`config.mk`:
```
export PLATFORM = sky130hd
export DESIGN_NAME = erased_sector_check
export DESIGN_NICKNAME = d
export VERILOG_FILES = /design/src/rtl/esc_pkg.sv /design/src/rtl/esc_zero_tally.sv /design/src/rtl/esc_sequencer.sv /design/src/rtl/erased_sector_check.sv
export SDC_FILE = /design/constraint.sdc
export NUM_CORES = 1
export LEC_CHECK = 0
export BUFFER_PORTS_ARGS = -buffer_cell sky130_fd_sc_hd__buf_2
export CAP_MARGIN = 25
export CORE_MARGIN = 8
export CORE_UTILIZATION = 56
export DETAILED_ROUTE_END_ITERATION = 16
export HOLD_SLACK_MARGIN = 0.03
export MAX_ROUTING_LAYER = met4
export PLACE_DENSITY = 0.81
export SKIP_CTS_REPAIR_TIMING = 1
export SLEW_MARGIN = 20
export SYNTH_ARGS = -nofsm -noshare
export SYNTH_HDL_FRONTEND = slang
export SYNTH_SLANG_ARGS = --single-unit
export TNS_END_PERCENT = 10
```
`constraint.sdc`:
```
create_clock -name clk -period 9 [get_ports clk]
set_clock_uncertainty 0.15 [all_clocks]
set_input_delay 2.7 -clock clk [delete_from_list [all_inputs] [get_ports clk]]
set_output_delay 2.7 -clock clk [all_outputs]
set_load 0.03 [all_outputs]
```
`src/rtl/esc_pkg.sv`:
```
// Package: shared types and helpers for the erased sector checker.
// Assumes byte-wide streams; the zero count of a byte never exceeds 8.
package esc_pkg;

    typedef enum logic [1:0] {
        PH_IDLE = 2'd0,
        PH_DATA = 2'd1,
        PH_ECC  = 2'd2,
        PH_FILL = 2'd3
    } phase_t;

    // Number of zero bits in one byte (ones of its complement).
    function automatic logic [3:0] zeros_in_byte(input logic [7:0] b);
        logic [3:0] n;
        n = 4'd0;
        for (int i = 0; i < 8; i++) begin
            n = n + {3'd0, ~b[i]};
        end
        return n;
    endfunction

endpackage

```
`src/rtl/esc_zero_tally.sv`:
```
// Module: saturating zero-bit tally for one region of the sector.
// Adds the zero bits of each accepted byte. Once the sum passes LIMIT the
// count sticks at LIMIT+1. A clear coinciding with an add yields the
// byte's own count. Assumes LIMIT >= 7 so a byte count fits in CW bits.
module esc_zero_tally #(
    parameter int LIMIT = 8,
    parameter int CW    = $clog2(LIMIT + 2)
) (
    input  logic          clk,
    input  logic          rst_n,
    input  logic          clr,
    input  logic          add_en,
    input  logic [7:0]    byte_in,
    output logic [CW-1:0] cnt_nxt
);
    import esc_pkg::*;

    localparam int SAT = LIMIT + 1;
    localparam int SW  = $clog2(LIMIT + 10);

    logic [CW-1:0] cnt_q;
    logic [CW-1:0] base;
    logic [SW-1:0] sum;

    // Next count: clear, then add with saturation.
    always_comb begin
        base = clr ? '0 : cnt_q;
        sum  = SW'(base) + SW'(zeros_in_byte(byte_in));
        if (add_en) begin
            cnt_nxt = (sum > SW'(LIMIT)) ? CW'(SAT) : CW'(sum);
        end else begin
            cnt_nxt = base;
        end
    end

    // Count register.
    always_ff @(posedge clk) begin
        if (!rst_n) cnt_q <= '0;
        else        cnt_q <= cnt_nxt;
    end

    a_r3_stays_saturated: assert property (@(posedge clk) disable iff (!rst_n)
        (!clr && cnt_q == CW'(SAT)) |=> (cnt_q == CW'(SAT)));

    a_r2_idle_no_change: assert property (@(posedge clk) disable iff (!rst_n)
        (!clr && !add_en) |=> $stable(cnt_q));

    a_r2_never_decreases: assert property (@(posedge clk) disable iff (!rst_n)
        (!clr && add_en) |=> (cnt_q >= $past(cnt_q)));

endmodule

```
`src/rtl/esc_sequencer.sv`:
```
// Module: phase and byte-position sequencer.
// Steps through data bytes, check bytes and an optional fill burst. An
// accepted start (go) overrides every phase, including a running burst.
// Assumes ECC_BYTES <= DATA_BYTES and DATA_BYTES >= 2.
module esc_sequencer #(
    parameter int DATA_BYTES = 512,
    parameter int ECC_BYTES  = 13,
    parameter int IW         = $clog2(DATA_BYTES)
) (
    input  logic          clk,
    input  logic          rst_n,
    input  logic          go,
    input  logic          in_valid,
    input  logic          need_fill,
    output logic          take_data,
    output logic          take_ecc,
    output logic          last_ecc,
    output logic          out_valid,
    output logic [IW-1:0] out_idx
);
    import esc_pkg::*;

    phase_t        ph_q, ph_n;
    logic [IW-1:0] idx_q, idx_n, base_idx;

    // Byte acceptance decode for the current cycle.
    always_comb begin
        base_idx  = go ? '0 : idx_q;
        take_data = in_valid && (go || ph_q == PH_DATA);
        take_ecc  = in_valid && !go && ph_q == PH_ECC;
        last_ecc  = take_ecc && idx_q == IW'(ECC_BYTES - 1);
    end

    // Next phase and position.
    always_comb begin
        ph_n  = ph_q;
        idx_n = idx_q;
        if (go) begin
            ph_n  = PH_DATA;
            idx_n = '0;
        end
        if (take_data) begin
            if (base_idx == IW'(DATA_BYTES - 1)) begin
                ph_n  = PH_ECC;
                idx_n = '0;
            end else begin
                idx_n = base_idx + 1'b1;
            end
        end else if (take_ecc) begin
            if (last_ecc) begin
                ph_n  = need_fill ? PH_FILL : PH_IDLE;
                idx_n = '0;
            end else begin
                idx_n = idx_q + 1'b1;
            end
        end else if (!go && ph_q == PH_FILL) begin
            if (idx_q == IW'(DATA_BYTES - 1)) begin
                ph_n  = PH_IDLE;
                idx_n = '0;
            end else begin
                idx_n = idx_q + 1'b1;
            end
        end
    end

    // State registers.
    always_ff @(posedge clk) begin
        if (!rst_n) begin
            ph_q  <= PH_IDLE;
            idx_q <= '0;
        end else begin
            ph_q  <= ph_n;
            idx_q <= idx_n;
        end
    end

    assign out_valid = (ph_q == PH_FILL);
    assign out_idx   = idx_q;

    a_r7_burst_follows_last: assert property (@(posedge clk) disable iff (!rst_n)
        $rose(out_valid) |-> $past(last_ecc));

    a_r7_idx_steps: assert property (@(posedge clk) disable iff (!rst_n)
        (out_valid && !go && out_idx != IW'(DATA_BYTES - 1))
        |=> (out_valid && out_idx == $past(out_idx) + 1'b1));

    a_r8_start_ends_burst: assert property (@(posedge clk) disable iff (!rst_n)
        (go && out_valid) |=> !out_valid);

    a_r2_one_region: assert property (@(posedge clk) disable iff (!rst_n)
        !(take_data && take_ecc));

endmodule

```
`src/rtl/erased_sector_check.sv`:
```
// Module: erased sector zero-bit checker (top).
// Counts zero bits in the data and check regions of a sector that the
// decoder could not repair, then decides erased or uncorrectable and, for
// erased sectors with zero bits in data, drives an all-ones fill burst.
// Assumes the caller streams exactly DATA_BYTES + ECC_BYTES bytes.
module erased_sector_check #(
    parameter int DATA_BYTES = 512,
    parameter int ECC_BYTES  = 13,
    parameter int LIMIT      = 8,
    parameter int ERRW       = 4,
    parameter int CW         = $clog2(LIMIT + 2),
    parameter int IW         = $clog2(DATA_BYTES)
) (
    input  logic            clk,
    input  logic            rst_n,
    input  logic            start,
    input  logic [ERRW-1:0] err_count,
    input  logic            in_valid,
    input  logic [7:0]      in_byte,
    output logic            done,
    output logic            erased,
    output logic            uncorrectable,
    output logic [CW-1:0]   data_zeros,
    output logic            out_valid,
    output logic [IW-1:0]   out_idx,
    output logic [7:0]      out_byte
);
    localparam int NREG = 2;

    logic            go;
    logic            take_data, take_ecc, last_ecc;
    logic [NREG-1:0] add_vec;
    logic [CW-1:0]   cnt_nxt [NREG];
    logic [CW:0]     total;
    logic            erased_now, need_fill;

    assign go      = start && (err_count > ERRW'(LIMIT));
    assign add_vec = {take_ecc, take_data};

    // One tally per region: index 0 data, index 1 check bytes.
    for (genvar g = 0; g < NREG; g++) begin : g_tally
        esc_zero_tally #(.LIMIT(LIMIT), .CW(CW)) u_tally (
            .clk     (clk),
            .rst_n   (rst_n),
            .clr     (go),
            .add_en  (add_vec[g]),
            .byte_in (in_byte),
            .cnt_nxt (cnt_nxt[g])
        );
    end

    // Verdict from the counts including the byte accepted this cycle.
    always_comb begin
        total      = {1'b0, cnt_nxt[0]} + {1'b0, cnt_nxt[1]};
        erased_now = (total <= (CW+1)'(LIMIT));
        need_fill  = erased_now && (cnt_nxt[0] != '0);
    end

    esc_sequencer #(
        .DATA_BYTES (DATA_BYTES),
        .ECC_BYTES  (ECC_BYTES),
        .IW         (IW)
    ) u_seq (
        .clk       (clk),
        .rst_n     (rst_n),
        .go        (go),
        .in_valid  (in_valid),
        .need_fill (need_fill),
        .take_data (take_data),
        .take_ecc  (take_ecc),
        .last_ecc  (last_ecc),
        .out_valid (out_valid),
        .out_idx   (out_idx)
    );

    // Verdict registers: cleared by start, loaded on the last check byte.
    always_ff @(posedge clk) begin
        if (!rst_n) begin
            done          <= 1'b0;
            erased        <= 1'b0;
            uncorrectable <= 1'b0;
            data_zeros    <= '0;
        end else if (go) begin
            done          <= 1'b0;
            erased        <= 1'b0;
            uncorrectable <= 1'b0;
            data_zeros    <= '0;
        end else if (last_ecc) begin
            done          <= 1'b1;
            erased        <= erased_now;
            uncorrectable <= !erased_now;
            data_zeros    <= cnt_nxt[0];
        end else begin
            done          <= 1'b0;
        end
    end

    assign out_byte = out_valid ? 8'hFF : 8'h00;

    a_r6_one_verdict: assert property (@(posedge clk) disable iff (!rst_n)
        done |-> (erased ^ uncorrectable));

    a_r5_single_pulse: assert property (@(posedge clk) disable iff (!rst_n)
        done |=> !done);

    a_r5_verdict_held: assert property (@(posedge clk) disable iff (!rst_n)
        (!go && !last_ecc) |=> ($stable(erased) && $stable(uncorrectable) && $stable(data_zeros)));

    a_r7_burst_with_done: assert property (@(posedge clk) disable iff (!rst_n)
        (done && erased && data_zeros != '0) |-> (out_valid && out_idx == '0));

    a_r6_erased_bound: assert property (@(posedge clk) disable iff (!rst_n)
        erased |-> (data_zeros <= CW'(LIMIT)));

    a_r4_start_clears: assert property (@(posedge clk) disable iff (!rst_n)
        go |=> (!done && !erased && !uncorrectable));

endmodule

```
Word-level counts from Yosys, hierarchy flattened
Index checks and enable logic that the tools add are counted.
{"block": "word_totals", "output_inout_bits": 25, "wordCells": 74, "register_bits": 26, "in_bits": 16}
{"block": "op_classes", "eq_ne": 6, "magnitude_cmp": 4, "add_sub_neg": 12, "muxes": 23, "reduce_logical": 12, "n_bitwise": 9}
{"operator": "9-bit 2-to-1 mux", "n": 7}
{"operator": "4-bit by 1-bit adder with 4-bit output", "n": 6}
{"operator": "4-bit 2-to-1 mux", "n": 6}
{"operator": "9-bit by 1-bit adder with 9-bit output (second input constant)", "n": 2}
{"operator": "9-bit == test (second input constant)", "n": 2}
{"operator": "2-bit 2-to-1 mux", "n": 8}
{"operator": "4-bit by 4-bit adder with 5-bit output", "n": 3}
{"operator": "5-bit by 4-bit greater-than comparator with 1-bit output (second input constant)", "n": 2}
{"operator": "9-bit by 4-bit == test with 1-bit output (second input constant)", "n": 1}
{"operator": "1-bit inverter", "n": 9}
{"operator": "8-bit 2-to-1 mux", "n": 1}
{"operator": "1-bit logical AND", "n": 7}
{"operator": "5-bit by 4-bit <= comparator with 1-bit output (second input constant)", "n": 1}
{"operator": "2-bit == test (second input constant)", "n": 2}
{"operator": "4-bit greater-than comparator (second input constant)", "n": 1}
{"operator": "4-bit nonzero test", "n": 1}
{"operator": "1-bit by 1-bit adder with 2-bit output", "n": 1}
{"operator": "2-bit by 1-bit == test with 1-bit output (second input constant)", "n": 1}
{"operator": "1-bit logical NOT", "n": 2}
{"operator": "2-bit OR reduction", "n": 1}
{"operator": "1-bit logical OR", "n": 1}
{"operator": "1-bit 2-to-1 mux", "n": 1}

Depth between registers and ports, before layout
Gate-level depths: netlist of run 1.
{"block": "logic_depth", "word_depth": 19, "depth_mapped": 20, "depth_no_buf": 20}

Cells and area by module
Synthesis of run 1 repeated with hierarchy kept, for this count alone.
{"block": "unflattened", "cells_unflattened": 307, "area_unflattened_um2": 2650.0}
{"module": "esc_sequencer", "n_inst": 1, "area_per_inst_um2": 1039.7, "seq_area_each_um2": 220.2, "cells_per_inst": 130}
{"module": "esc_zero_tally at g_tally[1].u_tally", "n_inst": 1, "area_per_inst_um2": 568.0, "seq_area_each_um2": 80.1, "cells_per_inst": 61}
{"module": "esc_zero_tally at g_tally[0].u_tally", "n_inst": 1, "area_per_inst_um2": 559.3, "seq_area_each_um2": 80.1, "cells_per_inst": 64}
{"module": "erased_sector_check", "n_inst": 1, "area_per_inst_um2": 483.0, "seq_area_each_um2": 140.1, "cells_per_inst": 52}

Worst setup path before layout of run 1
No wires, ideal clock.
{"block": "synth_path", "path_type": "in2reg", "startpoint": "in in_byte[0]", "endpoint": "reg u_seq.ph_q[0]", "required_time_ns": 8.776, "path_buffers": 0, "path_stages": 18, "path_slack_ns": 1.324, "setup_time_ns": 0.074, "t_arrival_ns": 7.452, "path_cell_list": "inv_1 -> ha_1 -> fa_1 -> fa_1 -> fa_1 -> inv_1 -> fa_1 -> fa_1 -> xor2_1 -> and2_1 -> o21ai_0 -> a2111oi_0 -> o21ai_0 -> ha_1 -> maj3_2 -> mux2_4 -> a31o_1 -> a31oi_1"}
{"item": "from (decl)", "line": "erased_sector_check.sv:19", "text": "input logic [7:0] in_byte,"}
{"item": "to (signal assigned)", "line": "esc_sequencer.sv:72", "text": "ph_q <= ph_n;"}
{"item": "to (decl)", "line": "esc_sequencer.sv:23", "text": "phase_t ph_q, ph_n;"}

==> results.ini, run 1 <==
[run_status]
status = completed

[die]
die_x_um = 78.9
core-area_sq_um = 3910
die_h_um = 78.9
initial_core_util = 0.566
dieArea_sq_um = 6230
ioPinCount = 41
rows = 23

[global_routing]
antenna_found_initial = 0
grt_pass1_vias = 1861
grt_max_degree = 16
grt_usage = 0.170
grt_overflow = 0
grt_pass1_wl_mm = 8.60

[clocking]
cts_root_buffer = clkbuf_8
clk_pin_slew_ns = 0.09
cts_tree = yes
clk_latency_ns = 0.28
htreeDepth = 1
cts_buffers = 3
cts.sinks = 26
clockBufferDepth = 2

[worst_setup_path]
crit_chain = buf_2, inv_1, ha_1, fa_1, fa_1, fa_1, inv_1, fa_1, fa_1, xor2_1, and2_1, o21ai_0, a2111oi_0, o21ai_0, ha_1, ha_1, a21oi_1, mux2i_1, a31oi_1, o21ba_1
r2r_start = g_tally[1].u_tally.cnt_q[0]
crit_type = input pin to flop
critPathCaptureType = flop
worst-path-max-fanout = 3
cp.required_ns = 9.03
startpoint_type = input pin
cp-startpoint = in_byte[0]
critPathMaxStageDelay_ns = 0.54
crit_slowest_cell = fa_1
crit_arrival_ns = 7.89
crit_top_cell = fa_1

[min_path]
min_from = uncorrectable
holdCritPathClass = flop to flop

[synth]
postSynthCellCount = 266
async_reset_ff_frac = 0
synth_seq_area_share = 0.235
synth.avg_cell_area_sq_um = 8.34
ys_types = 55
yosys_warnings = 0
synth.cell_area_sq_um = 2220
synth_top_area_frac = 0.235
synth-seq-cells = 26
ys.flop_type = dfxtp_1
synth-edff-count = 0
synthTopCellsByArea = dfxtp_1 (23%), ha_1 (12%), fa_1 (5.4%), and2_1 (4.8%), inv_1 (4.4%)
synth_top_area_cell = dfxtp_1
synth_fp_nets = 310

[cells_and_area]
nFillCells = 350
n_antenna_cell = 0
final_net_count = 343
fin_area_sq_um = 2480
syn_to_final_growth_pct = 11.7
drive_above_1_share = 0.198

[timing]
finalWorstSetupSlack_ns = 1.14
setup_tns_ns = 0
clock.fmax_mhz = 127
maxSlewViolCount = 0
hold_viol = 0
worst_pin_slew_ns = 0.683
relSlewSlack = 0.544
setup_viol = 0
finalCriticalPeriod_ns = 7.86
rsz0062_at_grt = no
min_period_over_period = 0.874
whs_ns = 0.344

[route]
via_per_inst = 5.72
ant_nets = 0
vias = 1991
drt_iter0_markers = 223
wl_mm = 5.07
drt-wirelength-per-cell_um = 14.6
drc_errors = 0
drt_first_pass_iters = 5

[placement]
dp_hpwl_mm = 4.04
dp_worst_setup_slack_ns = 0.805
port_buffers = 40
placedInstanceArea_sq_um = 2410
globalplace.congestion = 0.940

[pwr]
power.static_leakage_nw = 1.26
power_density_nw_per_um2 = 142
ir_worst_vdd_mv = 0.0984

[run]
cap_violations = 0

[cell families after synthesis]
| group | synth area share |
|---|---|
| multiplexers | 0.0485 |
| AND/OR/NAND/NOR | 0.232 |
| flip-flops | 0.235 |
| AO/OA/AOI/OAI | 0.191 |
| XOR/XNOR | 0.0277 |
| buffers and inverters | 0.0824 |
| adder cells (fa/ha/maj) | 0.183 |
[routing by layer]
metal  vias up  GRT usage  wire length [um]
li1        983          -                 -
met1       919      0.219              2230
met2        84      0.268              2370
met3         5     0.0395               434
met4         0     0.0315                30
met5         -          -                 0
[state kept, by name (all words and copies together), names as in the netlist]
register and cells:
done 1, uncorrectable 1, u_seq.out_idx 9, erased 1, g_tally.u_tally.cnt_q 8, u_seq.ph_q 2
data_zeros 4
[cell type report]
class	count	area (sq um)	area share
Sequential cell	26	520	0.210
Clock inverter	1	30.0	0.0121
Timing Repair Buffer	41	208	0.0838
Multi-Input combinational cell	200	1510	0.611
Inverter	27	101	0.0409
Tap cell	50	62.6	0.0253
Clock buffer	3	41.3	0.0167
[synth_stat cells (all sizes together), types with 2 or more instances]
master   count
inv         27
dfxtp       26
ha          22
nand2       22
nor2        20
and2        18
o21ai       17
a21oi       12
buf         10
and3         7
mux2i        7
fa           6
nand3        6
o31ai        6
nor2b        5
nor3         5
xor2         5
nand2b       4
a31oi        3
clkbuf       3
mux2         3
nor3b        3
a2111oi      2
a211oi       2
a21o         2
o22ai        2
or4          2
xnor2        2
[through the flow]
stage,instances,utilization,total power (W)
6_report,348,0.633,0.000351
5_1_grt,348,0.633,0.000373
4_1_cts,348,0.633,0.000351
3_5_place_dp,344,0.615,0.000253
3_3_place_gp,344,0.615,0.000248
2_1_floorplan,266,-,0.000223
[placed cells by master, fill, tap and decap left out, types with 4 or more instances in the layout]
cell type	n
nor2b_1	5
mux2i_1	7
o21ai_1	5
nor2_1	20
a21oi_1	12
ha_1	22
dfxtp_1	26
and3_1	7
fa_1	6
nand3_1	5
nand2b_1	4
buf_2	40
xor2_1	5
nand2_1	21
o31ai_1	4
o21ai_0	12
nor3_1	5
inv_1	26
and2_1	17
[worst max-delay path, delay by kind of cell]
kind                       cells  cell delay (ns)
AOI/OAI and AO/OA              6             1.22
muxes                          1             0.29
adders and majority gates      8             3.11
buffers and inverters          3             0.19
xor gates and xnor gates       1             0.22
and+or+nand+nor                1             0.17
[power by group]
part	switching (W)	internal, W
Clock	0.0000393	0.0000596
Combinational	0.0000770	0.0000536
Sequential	0.00000253	0.000119
[path summary, 6_finish.rpt]
check | slack (ns) | to | cells after the start
worst max-delay path | 1.14 | erased | 20
worst min-delay path | 0.34 | uncorrectable | 2
worst max register to register | 5.38 | erased | 15
worst min register to register | 0.34 | uncorrectable | 2
Power figures use the tool's default switching activity.
==> run 2, diff against run 1 <==
--- a/config.mk
+++ b/config.mk
@@ -12,7 +12,7 @@
 export DETAILED_ROUTE_END_ITERATION = 16
 export HOLD_SLACK_MARGIN = 0.03
 export MAX_ROUTING_LAYER = met4
-export PLACE_DENSITY = 0.81
+export PLACE_DENSITY_LB_ADDON = 0.12
 export SKIP_CTS_REPAIR_TIMING = 1
 export SLEW_MARGIN = 20
 export SYNTH_ARGS = -nofsm -noshare
==> constraint.sdc (replaced) <==
create_clock -name clk -period 9 [get_ports clk]
set_clock_uncertainty 0.15 [all_clocks]
set_input_delay 0.9 -clock clk [delete_from_list [all_inputs] [get_ports clk]]
set_output_delay 0.9 -clock clk [all_outputs]
set_load 0.03 [all_outputs]
==> run 2 against run 1 <==
  * Via count decreased by 4.8%
  * Register-to-register slack better by 0.09 ns
  * First-iteration DRC count down 26%
  * Largest power group unchanged
==> results.ini, run 2 (same netlist as run 1, synthesis figures left out) <==
[worst_setup_path]
r2r_start = g_tally[1].u_tally.cnt_q[0]
startpoint_type = input pin
r2r_slack_ns = 5.47  ; +0.09 ns
crit_type = input pin to flop
cp.required_ns = 9.04  ; about the same
rr_worst_depth = 15  ; unchanged
crit_arrival_ns = 6.01  ; -1.88 ns
critPathCaptureType = flop
rr_endpoint = erased
worst-path-max-fanout = 3  ; unchanged

[route]
drt_iter0_markers = 164  ; -26%
vias = 1896  ; -4.8%
drt_first_pass_iters = 4  ; -1
drt-wirelength-per-cell_um = 14.0  ; -3.9%
wl_mm = 4.87  ; -3.9%
via_per_inst = 5.45  ; -4.8%
drc_errors = 0  ; unchanged
ant_nets = 0  ; unchanged

[die]
core-area_sq_um = 3910  ; unchanged
ioPinCount = 41  ; unchanged
die_x_um = 78.9  ; unchanged
die_h_um = 78.9  ; unchanged
initial_core_util = 0.566  ; unchanged
dieArea_sq_um = 6230  ; unchanged
rows = 23  ; unchanged

[timing]
maxSlewViolCount = 0  ; unchanged
rsz0062_at_grt = no
finalCriticalPeriod_ns = 5.98  ; -1.89 ns
hold_viol = 0  ; unchanged
clock.fmax_mhz = 167  ; +32%
setup_tns_ns = 0  ; unchanged
min_period_over_period = 0.664  ; -0.209
setup_viol = 0  ; unchanged
worst_pin_slew_ns = 0.655  ; -0.0277 ns
relSlewSlack = 0.562  ; +0.0185

[cells_and_area]
largest_register_ffs = 9  ; unchanged
final_cell_mix = buf_2 (40), inv_1 (26), dfxtp_1 (26), ha_1 (22), nand2_1 (21)
n_antenna_cell = 0  ; unchanged
fin_area_sq_um = 2480  ; unchanged
multi_input_area_sq_um = 1510  ; unchanged
drive_above_1_share = 0.198  ; unchanged
final_common_cell = buf_2
regArea_sq_um = 520  ; unchanged
syn_to_final_growth_pct = 11.7  ; unchanged
final_net_count = 343  ; unchanged
nFillCells = 372  ; +6.3%

[global_routing]
grt_pass1_vias = 1891  ; +1.6%
grt_overflow = 0  ; unchanged
grt_usage = 0.175  ; +0.00460
grt_max_degree = 22  ; +6
grt_pass1_wl_mm = 8.85  ; +2.9%
antenna_found_initial = 0  ; unchanged

[min_path]
min_from = uncorrectable
holdCritPathClass = flop to flop
worstHoldEndpoint = uncorrectable
hold_depth = 2  ; unchanged

[placement]
dp_hpwl_mm = 3.96  ; -2.0%
globalplace.congestion = 0.920  ; -2.0%
placedInstanceArea_sq_um = 2410  ; unchanged
port_buffers = 40  ; unchanged

[clocking]
cts_tree = yes
clk_latency_ns = 0.28  ; about the same
cts.sinks = 26  ; unchanged
clk_pin_slew_ns = 0.10  ; about the same
cts_buffers = 3  ; unchanged
clockBufferDepth = 2  ; unchanged
htreeDepth = 1  ; unchanged
cts_root_buffer = clkbuf_8

[pwr]
ir_worst_vdd_mv = 0.0892  ; -9.4%
power_density_nw_per_um2 = 141  ; -0.13%
power.static_leakage_nw = 1.26  ; unchanged

[run]
cap_violations = 0  ; unchanged

[run_status]
status = completed

[run 2: cell counts in the layout (fill, tap and decap cells not counted)]
No cell type changed its count.
[run 2: worst max-delay path by stage]
stage | from | end | cells after the start
after detailed placement | in_byte[0] | erased | 20
after floorplan | in_byte[0] | u_seq.ph_q[0] | 18
final | in_byte[0] | erased | 20
after global placement | in_byte[0] | erased | 20
after CTS | in_byte[0] | erased | 20
after global routing | in_byte[0] | uncorrectable | 20
[run 2: worst max-delay path: stages]
cell and delay, ns:
buf_2 0.08, inv_1 0.04, ha_1 0.30, fa_1 0.54, fa_1 0.46, fa_1 0.42
inv_1 0.08, fa_1 0.49, fa_1 0.48, xor2_1 0.21, and2_1 0.17, o21ai_0 0.08
a2111oi_0 0.39, o21ai_0 0.16, ha_1 0.22, ha_1 0.18, a21oi_1 0.23, mux2i_1 0.27
a31oi_1 0.13, o21ba_1 0.19
[run 2: area by class of cell]
cell class	instances	area share
Clock inverter	1	0.0121
Multi-Input combinational cell	200	0.611
Timing Repair Buffer	41	0.0838
Sequential cell	26	0.210
Clock buffer	3	0.0167
Tap cell	50	0.0253
Inverter	27	0.0409
[run 2: power breakdown]
group / switching (W) / internal, W
Combinational: 0.0000752 / 0.0000531
Clock: 0.0000411 / 0.0000596
Sequential: 0.00000256 / 0.000119
[run 2: routing by layer]
metal  vias up  GRT usage  share of wire
met5         -          -              0
met4         0     0.0389         0.0080
met3         5     0.0451          0.070
met2        52      0.258           0.43
met1       854      0.234           0.49
li1        985          -              -
[run 2: metrics by stage]
| step | instances | hold WS, ns | setup slack, ns | utilization | total power [W] |
|---|---|---|---|---|---|
| finish | 348 | 0.358 | 3.02 | 0.633 | 0.000350 |
| global route | 348 | 0.401 | 2.47 | 0.633 | 0.000380 |
| CTS | 348 | 0.360 | 2.99 | 0.633 | 0.000352 |
| detailed placement | 344 | 0.335 | 2.68 | 0.615 | 0.000252 |
| global placement | 344 | 0.324 | 2.78 | 0.615 | 0.000249 |
| floorplan | 266 | 0.365 | 3.12 | - | 0.000223 |
